===== config.mk =====
export PLATFORM = sky130hd
export DESIGN_NAME = capture_trigger_unit
export DESIGN_NICKNAME = d
export VERILOG_FILES = /design/src/rtl/cap_pkg.sv /design/src/rtl/cap_cfg_reg.sv /design/src/rtl/cap_trig_cond.sv /design/src/rtl/cap_latch.sv /design/src/rtl/capture_trigger_unit.sv
export SDC_FILE = /design/constraint.sdc
export NUM_CORES = 1
export LEC_CHECK = 0
export ABC_AREA = 1
export BUFFER_PORTS_ARGS = -buffer_cell sky130_fd_sc_hd__buf_2
export CORE_UTILIZATION = 35
export DETAILED_ROUTE_END_ITERATION = 10
export PLACE_DENSITY = 0.59
export SYNTH_ARGS = -nofsm -noshare
export SYNTH_HDL_FRONTEND = slang
export SYNTH_HIERARCHICAL = 1
export SYNTH_SLANG_ARGS = --single-unit

===== constraint.sdc =====
create_clock -name clk -period 1.8 [get_ports clk]
set_input_delay 0.36 -clock clk [delete_from_list [all_inputs] [get_ports clk]]
set_output_delay 0.36 -clock clk [all_outputs]
set_load 0.005 [all_outputs]

===== src/rtl/cap_pkg.sv =====
package cap_pkg;
  localparam int NUM_CH   = 4;
  localparam int NUM_FLG  = 4;
  localparam int CH_W     = $clog2(NUM_CH);
  localparam int FT_W     = $clog2(NUM_FLG);
  localparam int FLAGS_W  = NUM_CH * NUM_FLG;

  // control word bit positions
  localparam int CB_IDX_EN  = 0;
  localparam int CB_FLG_EN  = 1;
  localparam int CB_IDX_INV = 2;
  localparam int CB_FLG_INV = 3;

  typedef struct packed {
    logic [3:0]      ctrl;
    logic [FT_W-1:0] ftype;
    logic [CH_W-1:0] fchan;
    logic            gate_en;
    logic            gate_state;
  } cap_cfg_t;
endpackage


===== src/rtl/cap_cfg_reg.sv =====
module cap_cfg_reg
  import cap_pkg::*;
(
  input  logic     clk,
  input  logic     rst_n,
  input  logic     wr,
  input  cap_cfg_t d,
  output cap_cfg_t q
);
  always_ff @(posedge clk) begin
    if (!rst_n)  q <= '0;
    else if (wr) q <= d;
  end
endmodule


===== src/rtl/cap_trig_cond.sv =====
module cap_trig_cond
  import cap_pkg::*;
(
  input  cap_cfg_t             cfg,
  input  logic                 enc_a,
  input  logic                 enc_b,
  input  logic                 index_in,
  input  logic [FLAGS_W-1:0]   flags_in,
  output logic                 cond
);
  logic [NUM_FLG-1:0] ch_flags [NUM_CH];

  for (genvar c = 0; c < NUM_CH; c++) begin : g_split
    assign ch_flags[c] = flags_in[c*NUM_FLG +: NUM_FLG];
  end

  logic sel_flag, q_flag, q_idx, gate_ok;

  always_comb begin
    sel_flag = ch_flags[cfg.fchan][cfg.ftype];
    q_flag   = sel_flag ^ cfg.ctrl[CB_FLG_INV];
    gate_ok  = cfg.gate_state ? (~enc_a & ~enc_b) : (enc_a & enc_b);
    q_idx    = (index_in ^ cfg.ctrl[CB_IDX_INV]) & (~cfg.gate_en | gate_ok);
    unique case ({cfg.ctrl[CB_FLG_EN], cfg.ctrl[CB_IDX_EN]})
      2'b11:   cond = q_idx & q_flag;
      2'b01:   cond = q_idx;
      2'b10:   cond = q_flag;
      default: cond = 1'b0;
    endcase
  end
endmodule


===== src/rtl/cap_latch.sv =====
module cap_latch #(
  parameter int CNT_W = 24
) (
  input  logic             clk,
  input  logic             rst_n,
  input  logic             sample_en,
  input  logic             cond,
  input  logic [CNT_W-1:0] count_in,
  input  logic             ready,
  output logic             valid,
  output logic [CNT_W-1:0] count_q
);
  logic cond_prev;
  logic fire;

  assign fire = sample_en & cond & ~cond_prev & ~valid;

  always_ff @(posedge clk) begin
    if (!rst_n) begin
      cond_prev <= 1'b0;
      valid     <= 1'b0;
      count_q   <= '0;
    end else begin
      if (sample_en) cond_prev <= cond;
      if (fire) begin
        valid   <= 1'b1;
        count_q <= count_in;
      end else if (valid && ready) begin
        valid <= 1'b0;
      end
    end
  end
endmodule


===== src/rtl/capture_trigger_unit.sv =====
module capture_trigger_unit
  import cap_pkg::*;
#(
  parameter int CNT_W = 24
) (
  input  logic               clk,
  input  logic               rst_n,
  input  logic               sample_en,
  input  logic [CNT_W-1:0]   count_in,
  input  logic               enc_a,
  input  logic               enc_b,
  input  logic               index_in,
  input  logic [15:0]        flags_in,
  input  logic               cfg_wr,
  input  logic [3:0]         cfg_ctrl,
  input  logic [1:0]         cfg_ftype,
  input  logic [1:0]         cfg_fchan,
  input  logic               cfg_gate_en,
  input  logic               cfg_gate_state,
  input  logic               capt_ready,
  output logic               capt_valid,
  output logic [CNT_W-1:0]   capt_count
);
  cap_cfg_t cfg_d, cfg_q;
  logic     trig_cond;

  assign cfg_d = '{ctrl: cfg_ctrl, ftype: cfg_ftype, fchan: cfg_fchan,
                   gate_en: cfg_gate_en, gate_state: cfg_gate_state};

  cap_cfg_reg u_cfg (
    .clk(clk), .rst_n(rst_n), .wr(cfg_wr), .d(cfg_d), .q(cfg_q)
  );

  cap_trig_cond u_cond (
    .cfg(cfg_q), .enc_a(enc_a), .enc_b(enc_b), .index_in(index_in),
    .flags_in(flags_in), .cond(trig_cond)
  );

  cap_latch #(.CNT_W(CNT_W)) u_latch (
    .clk(clk), .rst_n(rst_n), .sample_en(sample_en), .cond(trig_cond),
    .count_in(count_in), .ready(capt_ready), .valid(capt_valid),
    .count_q(capt_count)
  );
endmodule


After elaboration in Yosys (flattened, before gate mapping)

Cells that the tools add are included.

Logic and storage cells: 40
Output and inout bits: 25
Flip-flop bits (word level): 36

Equal/unequal tests: 3
Mux-type cells: 9
Bitwise gates (word level): 16
Reduce and logical (&&, ||, !) cells: 2
Magnitude comparators: 2

Operators by type and width:

| kind                                                        | count |
|---|---|
| binary-select mux 4 bit (select 2 bit)                      | 1 |
| 2-to-1 mux 4 bit                                            | 2 |
| AND 1 bit                                                   | 7 |
| inverter 1 bit                                              | 5 |
| equality test 2 bit (second input constant)                 | 2 |
| 2-to-1 mux 1 bit                                            | 4 |
| >= comparator 3 bit (second input constant)                 | 1 |
| less-than comparator 2 x 3 -> 1 bit (second input constant) | 1 |
| inverter 2 -> 3 bit                                         | 1 |
| case mux 1 bit (3 select lines)                             | 1 |
| binary-select mux 1 bit (select 2 bit)                      | 1 |
| equality test 2 x 1 -> 1 bit (second input constant)        | 1 |
| nonzero test 2 bit                                          | 1 |
| XOR 1 bit                                                   | 2 |
| logical AND 1 bit                                           | 1 |
| OR 1 bit                                                    | 1 |

Longest topological paths before layout

Word-level depth: 13
Depth in mapped cells: 18
Gate-level depth less buffers: 16

Cells and area by module

Netlist, hierarchy kept.

By module, submodules not included:

| module        | cells each | times used | area each (um^2) |
|---|---|---|---|
| cap_latch     | 170        | 1          | 1,171.1 |
| cap_cfg_reg   | 63         | 1          | 411.6 |
| cap_trig_cond | 64         | 1          | 307.8 |

Worst setup path after synthesis

Ideal clock, no wire load.

Path type: register to register
Start: register u_cfg/q[2] (netlist name)
End: register u_latch.count_q[10]
Setup time: 0.115 ns
Stages on the path, launching flop included: 19
Clock period less this slack: 1.630 ns
Path buffers: 3
Data required time: 1.685 ns
Data arrival time: 1.515 ns
Setup slack: 0.170 ns
Path through: dfxtp_1 -> buf_6 -> inv_8 -> nand2_1 -> nand2_1 -> nand2_1 -> nand3_2 -> nand3_2 -> nand2_1 -> nand2_1 -> nand3_1 -> nand2_1 -> inv_1 -> nand2_1 -> inv_2 -> buf_6 -> buf_6 -> a21oi_1 -> nor2_1

Cells in the longest elaborated chain, start to end: 12

Ends and longest elaborated chain:

| what                                                    | RTL line                   | text |
|---|---|---|
| start: declaration                                      | cap_cfg_reg.sv:8           | `output cap_cfg_t q` |
| start signal: assignment                                | cap_cfg_reg.sv:11          | `if (!rst_n) q <= '0;` |
| start signal: assignment                                | cap_cfg_reg.sv:12          | `else if (wr) q <= d;` |
| inverter 2 -> 3 bit (implied by the code) (*)           | cap_trig_cond.sv:20        | `sel_flag = ch_flags[cfg.fchan][cfg.ftype];` |
| binary-select mux 4 bit (select 2 bit) (*)              | cap_trig_cond.sv:20        |  |
| 2-to-1 mux 4 bit (implied by the code) (*) (2 in a row) | cap_trig_cond.sv:20        |  |
| binary-select mux 1 bit (select 2 bit) (*)              | cap_trig_cond.sv:20        |  |
| 2-to-1 mux 1 bit (implied by the code) (*)              | cap_trig_cond.sv:20        |  |
| XOR 1 bit (*)                                           | cap_trig_cond.sv:21        | `q_flag = sel_flag ^ cfg.ctrl[CB_FLG_INV];` |
| AND 1 bit                                               | cap_trig_cond.sv:25        | `2'b11: cond = q_idx & q_flag;` |
| case mux 1 bit (3 select lines) (*)                     | cap_trig_cond.sv:24        | `unique case ({cfg.ctrl[CB_FLG_EN], cfg.ctrl[CB_IDX_EN]})` |
| named net trig_cond                                     | capture_trigger_unit.sv:25 | `logic trig_cond;` |
| AND 1 bit (*) (3 in a row)                              | cap_latch.sv:16            | `assign fire = sample_en & cond & ~cond_prev & ~valid;` |
| end signal: assignment                                  | cap_latch.sv:27            | `count_q <= count_in;` |
| end: declaration                                        | cap_latch.sv:11            | `output logic [CNT_W-1:0] count_q` |

Mark *: on every way through the listed nets, which the timed path passes. The rest lies on a longest branch. The select of a mux whose other input is x is not followed.
A chain may end at the register's enable or synchronous reset.

Final worst setup path

Start: register u_cfg/q[2] (netlist name)
End: register u_latch.count_q[8]

The elaborated chain is that of the path after synthesis.

==> out/metrics.cfg <==
[clock_tree]
cts_root_buffer=clkbuf_8
clock_latency_ps=290
clkTransAtPathRegs_ps=80
numCtsBuffers=5
postCtsSetupBuffers=0
cts_tree=built
cts.sinks=36
hold_buffers=0
cts_max_path_buffers=2
cts_max_level=2

[die]
die_h_um=75.5
core_sq_um=5140
initial_core_util_pct=36.8
io_pins=83
die_area_sq_um=5700
chipWidth_um=75.5
rows=26

[timing]
fmax_mhz=585
slew_violations=0
setup_viol_count_final=0
finClkSkew_ps=6.98
period_share_pct=95.0
worst_slack_ps=89.3
period_minus_slack_ps=1710
rsz0062_at_grt=true
worst_slew_pin_slew_ps=485
slew-limit-headroom_pct=67.7
final-hold-violation-count=0

[final_layout]
final_common_cell=buf_2
syn2layout_area_growth_pct=39.1
nets=441
n_fill_cell=561
drive_above_1_share_pct=32.6
diodes=0
stdcell_area_sq_um=2630
multi_input_area_sq_um=851
mostFrequentLayoutCells=buf_2, nand2_1, inv_1
seqCellArea_sq_um=722

[grt]
grt_overflow=0
grtUsageTotal_pct=14.4
grt_max_degree=50
grt_pass1_wl_um=6230
grt_antenna_before_repair=0
grt_pass1_vias=1491

[yosys]
syn-num-nets=355
synth_mux_area_share_pct=0
synth-simple-area-share_pct=35.2
synth-seq-cells=36
ys_warn_count=6
synthCells=297
netlist_area_sq_um=1890
synthAdderAreaFrac_pct=0
yosysUniqueCellTypes=18
synth_top_family_by_area=simple AND/OR/NAND/NOR gates
avgSynthCellArea_sq_um=6.37
synth_compound_area_share_pct=8.41
synth_xor_area_share_pct=0
ys_seq_area_share_pct=38.1

[critical_path]
rr_startpoint=u_cfg/q[2]$_SDFFE_PN0P_
arrival_ps=1900
crit_path_end_kind=flop
slowest_delay_ps=330
timing.rr.end=u_latch/count_q[8]$_SDFFE_PN0P_
cp_max_fo=10
reg2reg_slack_ps=90
crit_type=flop to flop
critPathMostFrequentCell=nand2_1
crit_path_cell_trace=buf_12, inv_8, nand2_1, nand2_1, nand2_1, nand3_2, nand3_2, nand2_1, nand2_1, nand3_1, nand2_1, inv_2, nand2_4, inv_8, buf_12, nand3_1, nand2_1, nor2_1
cp.required_ps=1990
crit_slowest_cell=dfxtp_2
cp-start-kind=flop
startpoint=u_cfg/q[2]$_SDFFE_PN0P_
worstRegToRegCells=18

[pwr]
leakage_nw=1.49
finalPower_w=0.00205
ir_worst_vdd_mv=0.417
p_per_area_nw_per_um2=778

[routing]
drtIter0Drc=92
drc_errors=0
wire_per_inst_um=10.0
vias=1921
post_drt_via_cell_ratio=4.23
first_pass_iters=4
antenna_left=0
drt-total-wl_um=4550

[flow_run]
cap_violations=0

[placed_design]
placed_area_sq_um=2350
hpwlAfterDp_um=2900
io_buffers=82
dp_slack_ps=64.9
gp_congestion=0.753

[min_path]
min_path_cells=4
hold_path.class=input port to flop
min_from=capt_ready
hold_end=u_latch/valid$_SDFFE_PN0P_

[outcome]
outcome=finished, final reports clean

-- cell usage after synthesis (all sizes together) --
cell    count  area [sq um]
nand2      72           275
inv        57           221
nor2       46           180
nand3      38           210
dfxtp      36           721
a21oi      27           135
buf        16           120
o21ai       2          10.0
a21boi      1          7.51
clkbuf      1          3.75
o22ai       1          6.26
-- logic make-up after synthesis --
logic type | count (synthesis)
AND/OR/NAND/NOR | 156
buffers and inverters | 74
AO/OA/AOI/OAI | 31
flip-flops | 36
-- sequential cells by signal, summed over array words and instances, names as in the netlist --
signal             cells
u_latch/valid          1
u_latch/cond_prev      1
u_cfg/q               10
u_latch/count_q       24
-- power breakdown --
group / total (W) / leakage, nW / switching (W) / internal [W]
logic: 0.000458 / 1.14 / 0.000235 / 0.000223
registers: 0.000891 / 0.296 / 0.0000348 / 0.000856
clock network: 0.000698 / 0.0552 / 0.000287 / 0.000411
total: 0.00205 / 1.49 / 0.000557 / 0.00149
-- worst max path at each step --
stage	end	cells past startpoint
floorplan	u_latch/count_q[10]$_SDFFE_PN0P_	18
CTS	u_latch/count_q[21]$_SDFFE_PN0P_	17
global placement	u_latch/count_q[1]$_SDFFE_PN0P_	17
detailed placement	u_latch/count_q[21]$_SDFFE_PN0P_	17
global route	u_latch/count_q[8]$_SDFFE_PN0P_	18
finish	u_latch/count_q[8]$_SDFFE_PN0P_	18
-- worst max-delay path: cells and delay by family, from the launching register on --
| kind | cells | cell delay, ps |
|---|---|---|
| buffers and inverters | 5 | 480 |
| flip-flops | 1 | 330 |
| AND/OR/NAND/NOR | 13 | 790 |
-- routing by layer --
metal / vias up / wire (um) / track usage [%]
li1: 1064 / - / -
met1: 799 / 2220 / 17.6
met2: 51 / 1950 / 22.8
met3: 7 / 324 / 5.69
met4: 0 / 55 / 5.56
met5: - / 0 / 0
-- layout make-up --
cell class | instances | area share, %
inverter | 57 | 8.71
clock inverter | 2 | 1.33
timing repair inverter | 1 | 0.238
multi-input combinational | 187 | 32.4
sequential | 36 | 27.5
clock buffer | 6 | 2.76
timing repair buffer | 95 | 23.8
tap | 70 | 3.33
-- timing repair --
action,4_1_cts,5_1_grt
resized for setup,0,13
endpoints found under the setup margin,0,25
endpoints found under the hold margin,0,0
-- metrics by stage --
stage               std cells  TNS [ps]  hold WS, ps  utilization (%)
floorplan                 297         0          443                -
global placement          439         0          455             45.8
detailed placement        439         0          460             45.8
CTS                       447         0          318             47.9
global route              454     -1790          366             51.2
finish                    454         0          344             51.2
Power figures use the tool's default switching activity.
